### src/rtl/osc_pkg.sv
package osc_pkg;
  localparam int unsigned OSC_CNT_W_DEF = 8;

  typedef enum logic [1:0] {
    SYNC_CLR = 2'd0,
    SYNC_HI  = 2'd1,
    SYNC_LON = 2'd2
  } sync_idx_e;

  function automatic logic [OSC_CNT_W_DEF-1:0] clamp_min1(input logic [OSC_CNT_W_DEF-1:0] v);
    return (v == '0) ? {{(OSC_CNT_W_DEF-1){1'b0}}, 1'b1} : v;
  endfunction
endpackage

### src/rtl/sync2.sv
module sync2 #(
  parameter int unsigned W = 1,
  parameter logic [W-1:0] RST_VAL = '0
) (
  input  logic         clk,
  input  logic         rst_n,
  input  logic [W-1:0] d,
  output logic [W-1:0] q
);
  logic [W-1:0] meta_q;
  logic [W-1:0] sync_q;

  for (genvar i = 0; i < W; i++) begin : g_bit
    always_ff @(posedge clk or negedge rst_n) begin
      if (!rst_n) begin
        meta_q[i] <= RST_VAL[i];
        sync_q[i] <= RST_VAL[i];
      end else begin
        meta_q[i] <= d[i];
        sync_q[i] <= meta_q[i];
      end
    end
  end

  assign q = sync_q;
endmodule

### src/rtl/period_counter.sv
module period_counter #(
  parameter int unsigned CNT_W = 8
) (
  input  logic             clk,
  input  logic             rst_n,
  input  logic             active,
  input  logic [CNT_W-1:0] period_in,
  output logic             wrap
);
  localparam logic [CNT_W-1:0] ONE = {{(CNT_W-1){1'b0}}, 1'b1};

  logic [CNT_W-1:0] per_q, per_d;
  logic [CNT_W-1:0] cnt_q, cnt_d;
  logic             per_en;

  // Capture the period only while idle; clamp zero to one.
  assign per_en = !active;

  always_comb begin
    per_d = (period_in == '0) ? ONE : period_in;
  end

  always_comb begin
    wrap  = active && (cnt_q == per_q - ONE);
    cnt_d = cnt_q;
    if (!active)   cnt_d = '0;
    else if (wrap) cnt_d = '0;
    else           cnt_d = cnt_q + ONE;
  end

  always_ff @(posedge clk or negedge rst_n) begin
    if (!rst_n) begin
      per_q <= ONE;
      cnt_q <= '0;
    end else begin
      if (per_en) per_q <= per_d;
      cnt_q <= cnt_d;
    end
  end
endmodule

### src/rtl/toggle_stage.sv
module toggle_stage (
  input  logic clk,
  input  logic rst_n,
  input  logic active,
  input  logic wrap,
  output logic osc,
  output logic q
);
  logic osc_d, q_d;

  always_comb begin
    osc_d = osc;
    q_d   = q;
    if (!active) begin
      osc_d = 1'b0;
      q_d   = 1'b0;
    end else if (wrap) begin
      osc_d = !osc;
      // Divide by two: advance on the oscillator falling edge.
      if (osc) q_d = !q;
    end
  end

  always_ff @(posedge clk or negedge rst_n) begin
    if (!rst_n) begin
      osc <= 1'b0;
      q   <= 1'b0;
    end else begin
      osc <= osc_d;
      q   <= q_d;
    end
  end
endmodule

### src/rtl/gated_astable_osc.sv
module gated_astable_osc #(
  parameter int unsigned CNT_W = 8
) (
  input  logic             clk,
  input  logic             rst_n,
  input  logic             clr,
  input  logic             run_hi,
  input  logic             run_lo_n,
  input  logic [CNT_W-1:0] period_ticks,
  output logic             osc_out,
  output logic             q_out,
  output logic             q_n_out
);
  import osc_pkg::*;

  logic [2:0] raw_in, sync_out;
  logic       active;
  logic       wrap;
  logic       osc_r, q_r;

  assign raw_in[SYNC_CLR] = clr;
  assign raw_in[SYNC_HI]  = run_hi;
  assign raw_in[SYNC_LON] = run_lo_n;

  sync2 #(.W(3), .RST_VAL(3'b100)) u_sync (
    .clk(clk), .rst_n(rst_n), .d(raw_in), .q(sync_out)
  );

  assign active = !sync_out[SYNC_CLR] && (sync_out[SYNC_HI] || !sync_out[SYNC_LON]);

  period_counter #(.CNT_W(CNT_W)) u_cnt (
    .clk(clk), .rst_n(rst_n), .active(active), .period_in(period_ticks), .wrap(wrap)
  );

  toggle_stage u_tog (
    .clk(clk), .rst_n(rst_n), .active(active), .wrap(wrap), .osc(osc_r), .q(q_r)
  );

  assign osc_out = osc_r;
  assign q_out   = q_r;
  assign q_n_out = !q_r;
endmodule

### config.mk
export PLATFORM = sky130hd
export DESIGN_NAME = gated_astable_osc
export DESIGN_NICKNAME = d
export VERILOG_FILES = /design/src/rtl/osc_pkg.sv /design/src/rtl/sync2.sv /design/src/rtl/period_counter.sv /design/src/rtl/toggle_stage.sv /design/src/rtl/gated_astable_osc.sv
export SDC_FILE = /design/constraint.sdc
export NUM_CORES = 1
export LEC_CHECK = 0
export BUFFER_PORTS_ARGS = -buffer_cell sky130_fd_sc_hd__buf_2
export CAP_MARGIN = 20
export CORE_MARGIN = 5
export CORE_UTILIZATION = 59
export DETAILED_ROUTE_END_ITERATION = 8
export PLACE_DENSITY = 0.82
export SETUP_SLACK_MARGIN = 0.4
export SYNTH_ARGS = -nofsm -noshare
export SYNTH_HDL_FRONTEND = slang
export SYNTH_SLANG_ARGS = --single-unit
### constraint.sdc
create_clock -name clk -period 5.09 [get_ports clk]
set_clock_uncertainty 0.05 [all_clocks]
set_input_delay 0.2545 -clock clk [delete_from_list [all_inputs] [get_ports clk]]
set_output_delay 0.2545 -clock clk [all_outputs]
set_load 0.02 [all_outputs]
=== Word-level counts from Yosys, hierarchy flattened ===
Cells that the tools add are included.

* Logic and storage cells: 32
* Flip-flop bits (word level): 24
* Output and inout bits: 3

* Reductions and logical operators: 9
* $add $sub $neg: 2
* Mux-type cells: 8
* Eq/ne operators: 3

{| class="wikitable"
|+ Operators with widths
! cell !! number
|-
| $mux W8 || 3
|-
| $add A8 B1 Y8 const B || 1
|-
| $eq A8 B8 Y1 || 1
|-
| $logic_not A8 Y1 || 1
|-
| $sub A8 B1 Y8 const B || 1
|-
| $mux W1 || 5
|-
| $logic_not A1 Y1 || 4
|-
| $logic_and A1 B1 Y1 || 2
|-
| $ne A2 B1 Y1 const B || 1
|-
| $ne A2 B2 Y1 const B || 1
|-
| $reduce_and A2 Y1 || 1
|-
| $logic_or A1 B1 Y1 || 1
|}

=== Depth between registers and ports, before layout ===
Gate-level depths: netlist of the first run.

* Word-level depth: 6
* Gate-level depth with buffers: 8
* Depth with buffers taken out: 8

=== Modules after synthesis ===
Synthesis of the first run repeated with hierarchy kept, for this count alone.

* Cell total of the unflattened synthesis: 118
* Area, all modules: 1252.5 µm²

{| class="wikitable"
|+ By module, submodules not included
! module !! seq. area each (µm²) !! instances !! cells an instance !! area each (µm²)
|-
| period_counter || 401.6 || 1 || 101 || 994.7
|-
| sync2 || 152.6 || 1 || 6 || 152.6
|-
| toggle_stage || 50.0 || 1 || 8 || 88.8
|-
| gated_astable_osc || 0.0 || 1 || 3 || 16.3
|}

=== Worst setup path before layout of the first run ===
OpenSTA, ideal clock, no wires.

* Kind: register to register
* Start point: register u_cnt.per_q[1]
* End point: register u_tog.q
* Path buffers: 0
* Cell stages (with the launch flop): 7
* Setup slack: 3.059 ns
* Arrival: 1.903 ns
* Period minus slack after synthesis: 2.031 ns
* Cell sequence: dfrtp_1 nor3_1 nand2_1 or4bb_1 and3b_4 or4_1 a21oi_1

* Longest elaborated chain between the ends: 5

{| class="wikitable"
|+ RTL lines
! what !! RTL line !! RTL
|-
| start: declaration || period_counter.sv:12 || <nowiki>logic [CNT_W-1:0] per_q, per_d;</nowiki>
|-
| start signal: assignment || period_counter.sv:36 || <nowiki>if (per_en) per_q <= per_d;</nowiki>
|-
| $sub A8 B1 Y8 || period_counter.sv:24 || <nowiki>wrap = active && (cnt_q == per_q - ONE);</nowiki>
|-
| $eq A8 B8 Y1 || period_counter.sv:24 ||
|-
| $logic_and A1 B1 Y1 || period_counter.sv:24 ||
|-
| $ne A2 B2 Y1 (no source line) || n/a ||
|-
| $reduce_and A2 Y1 (no source line) || n/a ||
|-
| end signal: assignment || toggle_stage.sv:30 || <nowiki>q <= q_d;</nowiki>
|-
| end: declaration || toggle_stage.sv:7 || <nowiki>output logic q</nowiki>
|}

Every way passes these cells.
A chain may end at the register's enable or synchronous reset.

=== Worst setup path after layout of the first run ===
* Start point: register u_cnt.per_q[0]
* End point: register u_cnt.cnt_q[5]

* Longest elaborated chain between the ends: 5

{| class="wikitable"
|+ RTL lines
! what !! RTL line !! RTL
|-
| $sub A8 B1 Y8 || period_counter.sv:24 ||
|-
| $eq A8 B8 Y1 || period_counter.sv:24 ||
|-
| $logic_and A1 B1 Y1 || period_counter.sv:24 ||
|-
| $mux W8 || period_counter.sv:27 || <nowiki>else if (wrap) cnt_d = '0;</nowiki>
|-
| $mux W8 || period_counter.sv:26 || <nowiki>if (!active) cnt_d = '0;</nowiki>
|-
| net u_cnt.cnt_d[5] || period_counter.sv:13 || <nowiki>logic [CNT_W-1:0] cnt_q, cnt_d;</nowiki>
|-
| end signal: assignment || period_counter.sv:37 || <nowiki>cnt_q <= cnt_d;</nowiki>
|-
| end: declaration || period_counter.sv:13 ||
|}

The timed path passes the listed nets, and every way through them passes these cells.

==> results of run 1 <==
-- critical path, delay by kind of cell, from the launching register on --
family | cells | cell delay (ns)
adders and majority gates | 1 | 0.23
DFF | 1 | 0.58
and+or+nand+nor | 2 | 0.30
buffers and inverters | 1 | 0.06
AOI/OAI and AO/OA | 3 | 0.97
-- path summary, 6_finish.rpt --
path | from | end | slack, ns | depth (start not counted)
max in group asynchronous | rst_n | u_sync.meta_q[2] | 4.24 | 2
min in group asynchronous | rst_n | u_cnt.per_q[4] | 0.38 | 2
worst min-delay path | period_ticks[6] | u_cnt.per_q[6] | 0.14 | 2
worst min register to register | u_sync.meta_q[0] | u_sync.q[0] | 0.31 | 0
worst max register to register | u_cnt.per_q[0] | u_cnt.cnt_q[5] | 2.79 | 7
worst max-delay path | u_cnt.per_q[0] | u_cnt.cnt_q[5] | 2.79 | 7
-- layer usage --
layer | global-route usage (%) | share of wire (%)
met1 | 23.1 | 43
met2 | 31.3 | 50
met3 | 3.27 | 4.3
met4 | 8.71 | 1.9
met5 | 0 | 0
-- where the power goes --
group           total, W  internal [W]  switching [W]
Sequential      0.000213      0.000202      0.0000113
Clock          0.0000835     0.0000306      0.0000529
Combinational  0.0000485     0.0000255      0.0000230
-- state kept, by name, indices dropped and copies added (netlist names) --
register / count
u_tog.osc: 1
u_sync.q: 3
u_cnt.per_q: 8
u_cnt.cnt_q: 8
u_sync.meta_q: 3
u_tog.q: 1
-- stage by stage --
stage	worst slack, ns	power (W)	cells	area, µm²	utilization, %
final	2.79	0.000345	155	1320	68.7
after global routing	2.46	0.000367	155	1320	68.7
after CTS	2.75	0.000349	155	1320	68.7
after detailed placement	2.79	0.000264	147	1250	65.2
after global placement	2.94	0.000261	147	1250	65.2
after floorplan	3.06	0.000247	108	1160	-
-- cell type report --
class / instances / share of cell area, %
clock buffer: 4 / 1.99
timing repair buffer: 19 / 8.72
tap: 27 / 2.56
inverter: 7 / 1.99
sequential: 24 / 45.8
multi-input combinational: 74 / 39.0
-- what timing repair did --
| action | in CTS | in global routing |
|---|---|---|
| setup endpoints to repair | 0 | 0 |
| hold endpoints to repair | 24 | 0 |
| hold buffers | 4 | 0 |
-- layout by cell type, fill, tap and decap left out, types with 5 or more instances in the layout --
master | netlist | layout
mux2_2 | 7 | 7
buf_2 | 0 | 15
dfrtp_1 | 21 | 21
a21oi_1 | 6 | 6
nand2_1 | 5 | 5
xnor2_1 | 9 | 9
xor2_1 | 5 | 5
nor2_1 | 11 | 11
inv_1 | 7 | 7
-- kinds of logic after synthesis --
| kind of cell | synth area share, % |
|---|---|
| adders and majority gates | 2.16 |
| xor gates and xnor gates | 10.6 |
| buffers and inverters | 3.25 |
| and+or+nand+nor | 18.8 |
| DFF | 52.3 |
| muxes | 6.82 |
| AOI/OAI and AO/OA | 6.06 |
-- synth_stat cells (2+ instances only) --
master	count	area [µm²]
a21oi_1	6	30.0
and3_1	2	12.5
clkbuf_1	3	11.3
dfrtp_1	21	526
dfstp_2	3	78.8
ha_1	2	25.0
inv_1	7	26.3
mux2_2	7	78.8
nand2_1	5	18.8
nand2b_1	2	12.5
nand3_1	3	15.0
nor2_1	11	41.3
nor3_1	4	20.0
or4_1	2	15.0
xnor2_1	9	78.8
xor2_1	5	43.8
==> results.yml, run 1 <==
final_layout:
  seqCellArea_um2: 604
  fillers: 154
  num_antenna_cells: 0
  drive_gt1_share_pct: 23.4
  fin_nets: 144
  syn2layout_area_growth_pct: 14.2
  multiInputGateArea_um2: 514
power:
  p_per_area_mw_per_mm2: 262
  peakVddDrop_mv: 0.216
  p_leak_nw: 0.568
place:
  globalplace.congestion: 0.759
  portBuffers: 15
  post-dp-hpwl_um: 1590
global_routing:
  overflow: 0
  grt_pass1_vias: 838
  antenna_found_initial: 0
  grt_pass1_wl_um: 3800
  track_usage_pct: 18.6
  grt_max_degree: 25
detailed_routing:
  num_vias: 843
  finalWirelength_um: 2130
  viasPerCell: 5.44
  first_pass_iters: 4
  drtIter0Drc: 11
  drc_errors: 0
  wl_per_cell_um: 13.7
  ant_nets: 0
cts:
  cts_tree: "yes"
  cts_resized: 0
  post_cts_buffers: 0
  path_clk_slew_ns: 0.12
  cts.sinks: 24
  worstSkewPairLatency_ns: 0.31
  clockRootBuffer: "clkbuf_4"
  cts_inserted_buffers: 3
  clockBufferDepth: 2
  htree_levels: 1
setup_path:
  endpoint_kind: "flop"
  slowest_stage: "dfstp_2"
  worstSetupPathType: "flop to flop"
  crit_path_max_fanout: 8
  path_cells: "inv_1 > ha_1 > nand2b_1 > a31oi_1 > o2111ai_1 > o21ai_1 > nor2_1"
  crit_arrival_ns: 2.44
  critPathMaxStageDelay_ns: 0.58
  startpoint_type: "flop"
  cp_data_required_time_ns: 5.22
synthesis:
  synthesis.nets: 123
  syn_avg_cell_area_um2: 10.7
  syn_area_mm2: 0.00116
  synth-seq-cells: 24
  yosys.cell_types.count: 32
  synth_warnings: 0
  synth_ff_type: "dfrtp_1"
  synth_edf_count: 0
  async_flop_share_pct: 100
  synthCells: 108
  synth-seq-area-share_pct: 52.3
floorplan:
  die_x_um: 54.3
  ios: 16
  die_y_um: 54.3
  start_util_pct: 60.2
  core_area_mm2: 0.00192
  rows: 16
  dieArea_mm2: 0.00294
timing:
  period_needed_ns: 2.30
  slew_headroom_pct: 35.4
  finalSetupTns_ns: 0
  drv_slew: 0
  hold_violations: 0
  fin_hold_ws_ns: 0.136
  grt_setup_unrepaired: "false"
  setup_violations: 0
  min_period_over_period_pct: 45.3
  tightest_slew_ns: 0.970
  max_freq_ghz: 0.434
run_status:
  status: "finished, final reports clean"
worst_hold_path:
  hold_path_class: "input pin to flop"
job:
  maxCapViolCount: 0
Power figures use the tool's default switching activity.
==> run 2, diff against run 1 <==
--- a/config.mk
+++ b/config.mk
@@ -8,9 +8,9 @@
 export BUFFER_PORTS_ARGS = -buffer_cell sky130_fd_sc_hd__buf_2
 export CAP_MARGIN = 20
 export CORE_MARGIN = 5
-export CORE_UTILIZATION = 59
+export CORE_UTILIZATION = 49
 export DETAILED_ROUTE_END_ITERATION = 8
-export PLACE_DENSITY = 0.82
+export PLACE_DENSITY = 0.72
 export SETUP_SLACK_MARGIN = 0.4
 export SYNTH_ARGS = -nofsm -noshare
 export SYNTH_HDL_FRONTEND = slang
==> constraint.sdc (replaced) <==
create_clock -name clk -period 1.9 [get_ports clk]
set_clock_uncertainty 0.05 [all_clocks]
set_input_delay 0.095 -clock clk [delete_from_list [all_inputs] [get_ports clk]]
set_output_delay 0.095 -clock clk [all_outputs]
set_load 0.02 [all_outputs]
==> run 2 against run 1 <==
The run now ends with negative setup slack left; first-iteration DRC count increased by 82%; register-to-register slack got worse by 3.0 ns; maximum frequency up 7.2%; clock power grew to 4.3 times the previous value; clock-buffer cell count fell by 1; final area up 26%; flip-flop and latch count unchanged; highest routed layer unchanged.
==> results.yml, run 2 (same netlist as run 1, synthesis figures left out) <==
final_layout:
  multiInputGateArea_um2: 617
  num_antenna_cells: 0
  post-route-util_pct: 74.4
  layoutNonFillerInstCount: 181
  final_cell_mix: "21 x dfrtp_1, 16 x buf_4, 15 x buf_2"
  drive_gt1_share_pct: 44.4
  top_regs: "u_cnt.cnt_q: 8 flops, u_cnt.per_q: 8 flops"
  mostFrequentLayoutCell: "dfrtp_1"
  fin_nets: 169
  seqCellArea_um2: 604
  syn2layout_area_growth_pct: 43.7
  fillers: 163
worst_hold_path:
  hold_depth: 5
  hold_end: "u_cnt.per_q[0]"
  hold_path_class: "input pin to flop"
  hold_start: "period_ticks[5]"
detailed_routing:
  ant_nets: 0
  finalWirelength_um: 2740
  num_vias: 954
  drc_errors: 0
  wl_per_cell_um: 15.1
  viasPerCell: 5.27
  first_pass_iters: 5
  drtIter0Drc: 20
setup_path:
  cp_data_required_time_ns: 2.11
  crit_path_max_fanout: 4
  startpoint_type: "flop"
  worstSetupPathType: "flop to flop"
  r2r-start: "u_cnt.per_q[1]"
  reg2reg_slack_ns: -0.25
  crit_arrival_ns: 2.36
  rr_worst_depth: 6
  endpoint_kind: "flop"
  r2r-end: "u_tog.q"
timing:
  finalSetupTns_ns: -1.83
  min_period_over_period_pct: 113
  tightest_slew_ns: 0.517
  drv_slew: 0
  hold_violations: 0
  max_freq_ghz: 0.465
  grt_setup_unrepaired: "true"
  fin_hold_ws_ns: 0.174
  setup_violations: 10
  slew_headroom_pct: 65.5
  setup_ws_ns: -0.249
  period_needed_ns: 2.15
place:
  place_inst: 162
  portBuffers: 15
  globalplace.congestion: 0.731
  post-dp-hpwl_um: 1820
power:
  peakVddDrop_mv: 0.547
  finalPower_w: 0.00115
  p_per_area_mw_per_mm2: 694
  p_leak_nw: 0.727
cts:
  worstSkewPairLatency_ns: 0.31
  cts_tree: "yes"
  htree_levels: 1
  clockBufferDepth: 2
  cts.sinks: 24
  cts_inserted_buffers: 3
  clockRootBuffer: "clkbuf_4"
  path_clk_slew_ns: 0.13
floorplan:
  die_y_um: 58.6
  rows: 17
  core_area_mm2: 0.00223
  die_x_um: 58.6
  ios: 16
  start_util_pct: 51.8
  dieArea_mm2: 0.00343
global_routing:
  grt_pass1_wl_um: 4500
  antenna_found_initial: 0
  grt_max_degree: 25
  track_usage_pct: 17.2
  grt_pass1_vias: 1029
  overflow: 0
run_status:
  status: "finished with violations"
  violations: "negative setup slack"
job:
  maxCapViolCount: 0
-- run 2: cell types whose count changed in the layout (fill, tap and decap cells not counted), sizes merged --
| cell | before | now |
|---|---|---|
| clkbuf | 4 | 3 |
| bufinv | 0 | 1 |
| dlygate4sd3 | 4 | 12 |
| buf | 15 | 32 |
-- run 2: final cells by class --
cell class / instances / area share [%]
timing repair buffer: 44 / 19.7
clock buffer: 3 / 1.36
clock inverter: 1 / 1.81
multi-input combinational: 74 / 37.1
sequential: 24 / 36.4
tap: 28 / 2.11
inverter: 7 / 1.58
-- run 2: critical path, cell delays in order, from the launching register on --
cell     delay [ns]
dfrtp_1        0.43
nor3_1         0.18
nand2_1        0.11
or4bb_1        0.51
and3b_4        0.21
or4_4          0.48
a21oi_2        0.12
-- run 2: how the worst max path moves through the flow --
stage	start	to	slack, ns	depth (start not counted)
6_report	u_cnt.per_q[1]	u_tog.q	-0.25	6
5_1_grt	u_cnt.per_q[1]	u_tog.q	-0.32	6
4_1_cts	u_cnt.cnt_q[7]	u_tog.q	-0.25	6
3_5_place_dp	u_cnt.per_q[1]	u_cnt.cnt_q[7]	-0.31	8
3_3_place_gp	u_cnt.per_q[1]	u_cnt.cnt_q[2]	-0.20	8
2_1_floorplan	u_cnt.cnt_q[7]	u_tog.q	-0.12	6
-- run 2: power breakdown --
group,leakage (nW),switching [W],total [W],internal (W)
Clock,0.0279,0.000148,0.000362,0.000213
Sequential,0.298,0.0000214,0.000563,0.000542
Combinational,0.401,0.000104,0.000229,0.000125
-- run 2: through the flow --
step	area [µm²]	setup slack, ns
after floorplan	1160	-0.120
after global placement	1370	-0.201
after detailed placement	1370	-0.308
after CTS	1560	-0.247
after global routing	1660	-0.318
final	1660	-0.249
-- run 2: what timing repair did --
item                                   CTS  global route
endpoints found under the hold margin   32             0
setup endpoints to repair               10            11
setup buffers                            2             1
pin swaps                                2             5
gates resized for setup                  2            19
hold buffers                            12             0
-- run 2: layer usage --
| layer | part of all wire, % | GRT usage, % |
|---|---|---|
| met4 | 2.0 | 6.80 |
| met2 | 54 | 30.8 |
| met3 | 3.8 | 2.19 |
| met5 | 0 | 0 |
| met1 | 41 | 20.7 |
==> run 3, diff against run 2 <==
--- a/config.mk
+++ b/config.mk
@@ -8,10 +8,11 @@
 export BUFFER_PORTS_ARGS = -buffer_cell sky130_fd_sc_hd__buf_2
 export CAP_MARGIN = 20
 export CORE_MARGIN = 5
-export CORE_UTILIZATION = 49
+export CORE_UTILIZATION = 55
 export DETAILED_ROUTE_END_ITERATION = 8
-export PLACE_DENSITY = 0.72
+export PLACE_DENSITY = 0.85
 export SETUP_SLACK_MARGIN = 0.4
+export SLEW_MARGIN = 40
 export SYNTH_ARGS = -nofsm -noshare
 export SYNTH_HDL_FRONTEND = slang
 export SYNTH_SLANG_ARGS = --single-unit
==> constraint.sdc (replaced) <==
create_clock -name clk -period 2 [get_ports clk]
set_clock_uncertainty 0.05 [all_clocks]
set_input_delay 0.1 -clock clk [delete_from_list [all_inputs] [get_ports clk]]
set_output_delay 0.1 -clock clk [all_outputs]
set_load 0.02 [all_outputs]
==> run 3 against run 2 <==
Worst hold slack lost 0.021 ns; critical path depth is the same; the run still ends with negative setup slack left; die area shrank 9.1%.
==> results.yml, run 3 (same netlist as run 1, synthesis figures left out) <==
global_routing:
  antenna_found_initial: 0
  overflow: 0
  use_met1_pct: 20.4
  grt_max_degree: 25
  top_usage_layer: "met2"
  use_met2_pct: 35.0
  met3_usage_pct: 3.71
  grt_pass1_vias: 1050
  grt_pass1_wl_um: 4640
  track_usage_pct: 19.1
floorplan:
  rows: 16
  die_y_um: 55.8
  dieArea_mm2: 0.00312
  start_util_pct: 58.3
  core_area_mm2: 0.00198
  die_x_um: 55.8
  ios: 16
detailed_routing:
  finalWirelength_um: 2940
  viasPerCell: 5.43
  drc_errors: 0
  first_pass_iters: 4
  ant_nets: 0
  num_vias: 977
  drtIter0Drc: 23
  wl_per_cell_um: 16.3
cts:
  clockRootBuffer: "clkbuf_4"
  cts.sinks: 24
  htree_levels: 1
  clockBufferDepth: 2
  cts_tree: "yes"
  worstSkewPairLatency_ns: 0.32
  cts_inserted_buffers: 3
  path_clk_slew_ns: 0.12
setup_path:
  startpoint_type: "flop"
  endpoint_kind: "flop"
  r2r-start: "u_cnt.per_q[1]"
  critPathLaunch: "u_cnt.per_q[1]"
  rr_worst_depth: 6
  slowest_stage: "or4bb_1"
  crit_arrival_ns: 2.35
  r2r-end: "u_tog.q"
  path_cells: "nor3_2 > nand2_1 > or4bb_1 > and3b_4 > or4_1 > a21oi_1"
  crit_path_max_fanout: 4
  cp-endpoint: "u_tog.q"
  worstSetupPathType: "flop to flop"
  critPathMaxStageDelay_ns: 0.49
  reg2reg_slack_ns: -0.15
  cp_data_required_time_ns: 2.20
final_layout:
  num_antenna_cells: 0
  layoutNonFillerInstCount: 180
  fin_nets: 169
  drive_gt1_share_pct: 43.1
  syn2layout_area_growth_pct: 43.9
  fillers: 107
  final_cell_mix: "21 x dfrtp_1, 16 x buf_4, 15 x buf_2"
  top_regs: "u_cnt.cnt_q: 8 flops, u_cnt.per_q: 8 flops"
  mostFrequentLayoutCell: "dfrtp_1"
power:
  clkPwrFrac_pct: 24.4
  finalPower_w: 0.00103
  peakVddDrop_mv: 0.636
  p_per_area_mw_per_mm2: 619
  intPower_w: 0.000758
  power.switching_w: 0.000273
  p_seq_share_pct: 52.3
  p_leak_nw: 0.740
  power_frac_comb_pct: 23.4
  switching_share_pct: 26.5
timing:
  grt_setup_unrepaired: "true"
  setup_violations: 10
  period_needed_ns: 2.15
  hold_violations: 0
  slew_headroom_pct: 65.1
  max_freq_ghz: 0.465
  setup_ws_ns: -0.149
  drv_slew: 0
  tightest_slew_ns: 0.523
  min_period_over_period_pct: 107
job:
  maxCapViolCount: 0
place:
  globalplace.congestion: 0.832
  post-dp-hpwl_um: 1860
  place_inst: 162
  portBuffers: 15
run_status:
  violations: "negative setup slack"
  status: "finished with violations"
worst_hold_path:
  hold_path_class: "input pin to flop"
==> run 3: cell count changes in the layout (fill, tap and decap cells not counted), moves of 2 or more <==
cell,change
nor3_1,-2
dlygate4sd3_1,-3
inv_2,+2
nor3_2,+2
inv_1,-2
dlymetal6s4s_1,+3
==> run 3: critical path, delay by kind of cell (launching register included) <==
kind,cells,cell delay [ns]
AOI/OAI and AO/OA,1,0.14
DFF,1,0.45
and+or+nand+nor,5,1.44
==> run 3: worst min path at each step <==
stage	from	to	slack, ns	depth (start not counted)
floorplan	rst_n	u_cnt.cnt_q[0]	-0.25	0
global placement	rst_n	u_cnt.cnt_q[2]	0.04	1
detailed placement	rst_n	u_cnt.cnt_q[2]	0.05	1
CTS	rst_n	u_cnt.per_q[7]	0.23	2
global route	period_ticks[4]	u_cnt.per_q[4]	0.16	3
finish	period_ticks[4]	u_cnt.per_q[4]	0.15	3
==> run 3: what timing repair did <==
action,4_1_cts,5_1_grt
gates resized for setup,16,10
endpoints found under the hold margin,32,0
gates cloned,0,0
endpoints found under the setup margin,10,11
buffers inserted,1,1
hold buffers,12,0
pin swaps,4,13
==> run 3: power by group through the flow <==
stage          Combinational [W]  Clock (W)  Sequential, W
2_1_floorplan          0.0000852          0       0.000544
3_3_place_gp            0.000156          0       0.000542
3_5_place_dp            0.000164          0       0.000544
4_1_cts                 0.000217   0.000263       0.000538
5_1_grt                 0.000259   0.000283       0.000541
6_report                0.000241   0.000251       0.000539
==> run 3: area by class of cell <==
cell class                 count  area, µm²  area share [%]
tap                           27       33.8            2.03
clock buffer                   4       36.3            2.18
sequential                    24        604            36.3
inverter                       7       26.3            1.58
multi-input combinational     74        629            37.8
timing repair buffer          44        334            20.1
==> run 3: per-stage QoR <==
stage	hold slack (ns)	worst slack [ns]	TNS, ns	utilization [%]	cell area [µm²]
floorplan	-0.246	-0.0201	-0.0201	-	1160
global placement	0.0370	-0.0963	-0.797	69.3	1370
detailed placement	0.0539	-0.269	-2.22	69.3	1370
CTS	0.229	-0.143	-1.00	81.3	1610
global route	0.162	-0.228	-1.96	84.0	1660
finish	0.153	-0.149	-1.17	84.0	1660
==> run 3: metal layers <==
| metal | routed length [µm] | share of wire, % | vias to the layer above |
|---|---|---|---|
| met5 | 0 | 0 | - |
| met3 | 127 | 4.3 | 11 |
| met4 | 99 | 3.4 | 0 |
| met2 | 1620 | 55 | 30 |
| met1 | 1090 | 37 | 478 |
| li1 | - | - | 458 |
